==> config.mk <==
export PLATFORM = sky130hd
export DESIGN_NAME = uart_baud_clk
export DESIGN_NICKNAME = d
export VERILOG_FILES = /design/src/rtl/uart_baud_pkg.sv /design/src/rtl/uart_baud_div.sv /design/src/rtl/uart_baud_halve.sv /design/src/rtl/uart_baud_ovs.sv /design/src/rtl/uart_baud_clk.sv
export SDC_FILE = /design/constraint.sdc
export NUM_CORES = 1
export LEC_CHECK = 0
export BUFFER_PORTS_ARGS = -buffer_cell sky130_fd_sc_hd__clkbuf_2
export CORE_MARGIN = 2
export CORE_UTILIZATION = 51
export CTS_CLUSTER_DIAMETER = 40
export CTS_CLUSTER_SIZE = 24
export DETAILED_ROUTE_END_ITERATION = 7
export PLACE_DENSITY_LB_ADDON = 0.25
export SLEW_MARGIN = 20
export SYNTH_ARGS = -nofsm -noshare
export SYNTH_HDL_FRONTEND = slang
export SYNTH_SLANG_ARGS = --single-unit
==> constraint.sdc <==
create_clock -name clk_i -period 2.9 [get_ports clk_i]
set_clock_uncertainty 0.05 [all_clocks]
set_input_delay 0.145 -clock clk_i [delete_from_list [all_inputs] [get_ports clk_i]]
set_output_delay 0.145 -clock clk_i [all_outputs]
set_load 0.1 [all_outputs]
==> src/rtl/uart_baud_pkg.sv <==
package uart_baud_pkg;
  typedef enum logic [1:0] {
    MODE_SHIFT = 2'b00,
    MODE_VAR8  = 2'b01,
    MODE_FIX9  = 2'b10,
    MODE_VAR9  = 2'b11
  } frame_mode_e;
endpackage

==> src/rtl/uart_baud_div.sv <==
module uart_baud_div #(
  parameter int BYTE_W = 8,
  localparam int DIV_W = 2 * BYTE_W
) (
  input  logic              clk_i,
  input  logic              rst_ni,
  input  logic [BYTE_W-1:0] lo_i,
  input  logic              lo_we_i,
  input  logic [BYTE_W-1:0] hi_i,
  input  logic              hi_we_i,
  output logic [DIV_W-1:0]  div_o,
  output logic              tick_o
);
  logic [BYTE_W-1:0] lo_stage_q;
  logic [BYTE_W-1:0] lo_eff;
  logic [DIV_W-1:0]  div_q, cnt_q, div_new;

  assign lo_eff  = lo_we_i ? lo_i : lo_stage_q;
  assign div_new = {hi_i, lo_eff};

  always_ff @(posedge clk_i or negedge rst_ni) begin
    if (!rst_ni) begin
      lo_stage_q <= '0;
      div_q      <= '0;
    end else begin
      if (lo_we_i) lo_stage_q <= lo_i;
      if (hi_we_i) div_q <= div_new;   // commit only on high byte
    end
  end

  always_ff @(posedge clk_i or negedge rst_ni) begin
    if (!rst_ni) begin
      cnt_q <= '0;
    end else if (hi_we_i) begin
      cnt_q <= (div_new == '0) ? '0 : div_new - DIV_W'(1);
    end else if (div_q == '0) begin
      cnt_q <= '0;
    end else if (cnt_q == '0) begin
      cnt_q <= div_q - DIV_W'(1);
    end else begin
      cnt_q <= cnt_q - DIV_W'(1);
    end
  end

  assign div_o  = div_q;
  assign tick_o = (div_q != '0) && (cnt_q == '0);
endmodule

==> src/rtl/uart_baud_halve.sv <==
module uart_baud_halve (
  input  logic clk_i,
  input  logic rst_ni,
  input  logic pulse_i,
  input  logic bypass_i,
  output logic pulse_o
);
  logic phase_q;

  always_ff @(posedge clk_i or negedge rst_ni) begin
    if (!rst_ni)      phase_q <= 1'b0;
    else if (pulse_i) phase_q <= ~phase_q;
  end

  assign pulse_o = pulse_i && (bypass_i || phase_q);
endmodule

==> src/rtl/uart_baud_ovs.sv <==
module uart_baud_ovs #(
  parameter int OVS = 16,
  localparam int CNT_W = $clog2(OVS)
) (
  input  logic clk_i,
  input  logic rst_ni,
  input  logic pre_i,
  output logic samp_o,
  output logic bit_o
);
  logic [CNT_W-1:0] cnt_q;
  logic             last;

  assign last = (cnt_q == CNT_W'(OVS - 1));

  always_ff @(posedge clk_i or negedge rst_ni) begin
    if (!rst_ni) begin
      cnt_q  <= '0;
      samp_o <= 1'b0;
      bit_o  <= 1'b0;
    end else begin
      samp_o <= pre_i;
      bit_o  <= pre_i && last;
      if (pre_i) cnt_q <= last ? '0 : cnt_q + CNT_W'(1);
    end
  end
endmodule

==> src/rtl/uart_baud_clk.sv <==
module uart_baud_clk
  import uart_baud_pkg::*;
#(
  parameter int BYTE_W = 8,
  parameter int OVS    = 16,
  localparam int DIV_W = 2 * BYTE_W
) (
  input  logic              clk_i,
  input  logic              rst_ni,
  input  logic [BYTE_W-1:0] div_lo_i,
  input  logic              div_lo_we_i,
  input  logic [BYTE_W-1:0] div_hi_i,
  input  logic              div_hi_we_i,
  input  logic              src_sel_i,
  input  logic              dbl_i,
  input  logic [1:0]        mode_i,
  input  logic              tmr_ovf_i,
  input  logic              cpu_en_i,
  output logic              samp_tick_o,
  output logic              bit_tick_o
);
  logic [DIV_W-1:0] div_act;
  logic             gen_tick, tmr_tick, cpu_tick, pre_tick;
  frame_mode_e      mode;

  assign mode = frame_mode_e'(mode_i);

  uart_baud_div #(.BYTE_W(BYTE_W)) u_div (
    .clk_i   (clk_i),
    .rst_ni  (rst_ni),
    .lo_i    (div_lo_i),
    .lo_we_i (div_lo_we_i),
    .hi_i    (div_hi_i),
    .hi_we_i (div_hi_we_i),
    .div_o   (div_act),
    .tick_o  (gen_tick)
  );

  // timer path: halved unless doubling
  uart_baud_halve u_tmr_half (
    .clk_i    (clk_i),
    .rst_ni   (rst_ni),
    .pulse_i  (tmr_ovf_i),
    .bypass_i (dbl_i),
    .pulse_o  (tmr_tick)
  );

  // fixed path: CPU/1 or CPU/2 sample rate -> CPU/16 or CPU/32 bit rate
  uart_baud_halve u_cpu_half (
    .clk_i    (clk_i),
    .rst_ni   (rst_ni),
    .pulse_i  (cpu_en_i),
    .bypass_i (dbl_i),
    .pulse_o  (cpu_tick)
  );

  always_comb begin
    unique case (mode)
      MODE_VAR8, MODE_VAR9: pre_tick = src_sel_i ? gen_tick : tmr_tick;
      MODE_FIX9:            pre_tick = cpu_tick;
      default:              pre_tick = 1'b0;
    endcase
  end

  uart_baud_ovs #(.OVS(OVS)) u_ovs (
    .clk_i  (clk_i),
    .rst_ni (rst_ni),
    .pre_i  (pre_tick),
    .samp_o (samp_tick_o),
    .bit_o  (bit_tick_o)
  );
endmodule

==> metrics.csv <==
stage,metric,value,unit
yosys,Unique masters post-synth,61,
timing,final setup margin,0.317,ns
power_and_ir_drop,internal power,0.00124,W
detailed_routing,Vias/cell,5.85,
detailed_routing,DRT Pass-1 Iters,4,
clocking,clk slew on worst S/H paths,0.09,ns
global_route,initial antenna violation count,0,
power_and_ir_drop,Sw Pwr,0.000598,W
clocking,clock sink count,48,
timing,TNS Setup,0,ns
clocking,CTS Buffer Depth,2,
critical_path,crit-path max cell delay,0.47,ns
yosys,XOR/XNOR share of the synthesized area,6.32,%
detailed_routing,Routed Antenna Nets,0,
power_and_ir_drop,PwrDens,567,nW/um^2
yosys,syn nets,321,
critical_path,R2R setup slack,0.32,ns
critical_path,crit path kind,reg2reg,
detailed_routing,DR WL/cell,16.5,microns
placed_design,post-DP HPWL,4960,microns
layout,layout cells sized above 1,23.8,%
yosys,Post-Syn Area,2910,sq um
global_route,pin count of the biggest net entering global routing,29,
yosys,#FFs+latches synth,48,
outcome,status,"finished, final reports clean",
yosys,Synth Warn #,0,
critical_path,critical path capture point type,flop,
timing,measured slew at the worst slew-check pin,0.634,ns
detailed_routing,DRT iter0 DRCs,128,
yosys,top cell type's share of synthesized area,41.3,%
clocking,H-tree Lvls,2,
floorplanning,Initial Util,52.8,%
power_and_ir_drop,total power after layout,0.00184,W
timing,Final Hold Viols,0,
timing,Slew HR,57.7,%
power_and_ir_drop,leakage,1.29,nW
floorplanning,Die Ht,79.5,microns
global_route,total grt overflow,0,
global_route,met2 usage,36.1,%
critical_path,worst-path fanout max,6,
yosys,register area share after synthesis,41.3,%
power_and_ir_drop,maximum vdd drop,261,uV
yosys,Most used DFF post-synth,dfrtp_1,
power_and_ir_drop,Seq pwr share,49.4,%
placed_design,routability-driven placement congestion ratio,0.924,
critical_path,Top delay family on crit path,simple AND/OR/NAND/NOR gates,
power_and_ir_drop,clock share of power,26.2,%
critical_path,startpoint class of the critical path,flop,
yosys,Synth Area in Simple Gates,20.0,%
clocking,CTS tree,yes,
critical_path,Buffers & Inverters on Critical Path,0,
placed_design,I/O Buffers,27,
min_path,HP Class,in2reg,
run,max capacitance violation total,0,
detailed_routing,DR vias,2317,
timing,Final min period,2.58,ns
floorplanning,die width,79.5,microns
yosys,fraction of synthesized area in multiplexers,7.96,%
yosys,Post-synth EDFFs,0,
clocking,post-cts sizing count,0,
timing,RSZ-0062 raised after global routing,no,
timing,Tcrit/Tclk final,89.1,%
critical_path,Worst Path Required,3.04,ns
global_route,vias in the first global route,2302,
power_and_ir_drop,Logic pwr share,24.4,%
detailed_routing,Routed WL,6540,microns
critical_path,WP data arrival,2.72,ns
floorplanning,# IOs,28,
global_route,grt met3 use,4.19,%
global_route,first-pass GRT wire length,11400,microns
yosys,"FFs w/ async S/R, synth",100,%
detailed_routing,DRC viols,0,
layout,# nets final,352,
layout,Antenna diodes,0,
clocking,CTS Buf Count,5,
critical_path,Slowest cell on crit path,nor4_2,
timing,final setup fails,0,
floorplanning,die area,6320,sq um
placed_design,Setup WS pre-CTS,0.373,ns
yosys,Synth Area in Adders,1.29,%
timing,Slew Limit Fails,0,
layout,area grow syn2layout,11.4,%
yosys,ranking of synthesized cells by area,"dfrtp_1 (41%), a21oi_1 (5.0%), xnor2_1 (4.8%)",
clocking,root buffer cell,clkbuf_8,
floorplanning,Std-Cell Rows,27,
global_route,GRT Total Usage,23.2,%
power_and_ir_drop,sw frac,32.6,%
global_route,met1 usage,33.0,%
yosys,top cell type by total area after synthesis,dfrtp_1,
clocking,clk_lat worst skew,0.31,ns
floorplanning,Core Area,5510,sq um
yosys,Synth Area in Compound Gates,18.8,%
yosys,Post-Syn Instances,292,
yosys,largest family of logic cells by synthesized area,simple AND/OR/NAND/NOR gates,
critical_path,most frequent CP cell,a21oi_1,
timing,Max Clk Rate,0.387,GHz
global_route,GR peak layer,met2,
yosys,Avg Inst Size Synth,9.96,sq um
critical_path,"Critical Path, Cell by Cell",nor4_2 -> nand4_2 -> nor2_2 -> a21oi_1 -> ha_1 -> nand2_1 -> a21oi_1 -> o2111ai_1 -> xnor2_1 -> o22ai_1,
## Yosys cell counts, drive strengths merged (2+ instances only)
| cell | count |
|---|---|
| inv | 13 |
| clkbuf | 4 |
| nand2b | 2 |
| dfrtp | 48 |
| nand3 | 4 |
| xnor2 | 16 |
| or3 | 2 |
| o21ai | 6 |
| nor4 | 7 |
| o2111ai | 4 |
| ha | 3 |
| o31ai | 3 |
| o211ai | 5 |
| mux2i | 9 |
| nor3b | 5 |
| xor2 | 5 |
| nor2 | 29 |
| nor4b | 3 |
| o21a | 2 |
| or2 | 4 |
| buf | 8 |
| nand4 | 2 |
| mux2 | 10 |
| nor2b | 2 |
| nor3 | 14 |
| o22ai | 15 |
| a2111oi | 3 |
| nand2 | 16 |
| and4b | 2 |
| a31oi | 4 |
| a21oi | 30 |
## path summary, 6_finish.rpt
check,cells past startpoint,start,endpoint
max reg2reg,10,u_div.cnt_q[8],u_div.cnt_q[12]
min in group asynchronous,2,rst_ni,u_div.lo_stage_q[6]
max in group asynchronous,3,rst_ni,u_ovs.cnt_q[0]
max,10,u_div.cnt_q[8],u_div.cnt_q[12]
min,2,div_hi_i[6],u_div.div_o[14]
min reg2reg,1,u_tmr_half.phase_q,u_tmr_half.phase_q
## repair_timing
item | in CTS | in global routing
hold buffers | 3 | 0
endpoints found under the hold margin | 26 | 0
buffers inserted | 0 | 0
## power by group through the flow
stage                     Combinational (W)  Clock (W)  Sequential [W]
final                              0.000448   0.000481        0.000907
after CTS                          0.000452   0.000489        0.000907
after global routing               0.000501   0.000524        0.000930
after floorplan                    0.000330          0        0.000902
after global placement             0.000434          0        0.000916
after detailed placement           0.000446          0        0.000920
## worst reg2reg max path, stage by stage, from the launching register on
cell       delay (ns)
dfrtp_1          0.45
nor4_2           0.47
nand4_2          0.27
nor2_2           0.22
a21oi_1          0.13
ha_1             0.22
nand2_1          0.09
a21oi_1          0.13
o2111ai_1        0.18
xnor2_1          0.16
o22ai_1          0.09
## sequential cells by signal (all words and copies together), names as in the netlist
register            flops
u_div.cnt_q            16
u_cpu_half.phase_q      1
u_ovs.cnt_q             4
u_tmr_half.phase_q      1
u_div.lo_stage_q        8
u_ovs.bit_o             1
u_div.div_o            16
u_ovs.samp_o            1
## per-stage QoR
step,cell area [sq um],hold slack [ns],cells,utilization [%]
floorplan,2910,-0.201,292,-
global placement,3100,0.142,385,56.3
detailed placement,3100,0.147,385,56.3
CTS,3240,0.0624,396,58.8
global route,3240,0.0739,396,58.8
finish,3240,0.0623,396,58.8
## layout by cell type, fill, tap and decap left out, types with 3 or more instances in the layout
cell type	n
nor3_2	3
inv_1	12
mux2i_1	6
clkbuf_2	27
ha_1	3
nand3_1	4
nor4b_1	3
o2111ai_1	4
o21ai_0	5
nand2_1	16
o211ai_1	4
a21oi_1	29
dfrtp_1	48
mux2_2	10
nor2_1	28
clkbuf_8	5
a31oi_1	4
xor2_1	5
buf_4	6
xnor2_1	16
o22ai_1	14
nor3_1	11
dlygate4sd3_1	3
nor4_2	3
nor3b_2	3
## per-layer routing
layer,routed length (microns),up-vias,part of all wire (%)
li1,-,1148,-
met1,3150,1116,48
met2,3060,45,47
met3,260,8,4.0
met4,71,0,1.1
met5,0,-,0
## area by class of cell
class	count	area, sq um
multi-input cells	219	1580
inverters	13	48.8
clock buffers	6	72.6
fillers	483	2270
well taps	72	90.1
repair buffers	36	210
clock inverters	2	35.0
flip-flops and latches	48	1200
## cells by family (layout without fill, tap and decap cells)
family,after synthesis,in the layout
simple gates,96,96
xor+xnor,21,21
buf+inv,25,57
fa+ha+maj,3,3
flops,48,48
mux,19,19
compound gates,80,80
Power figures use the tool's default switching activity.
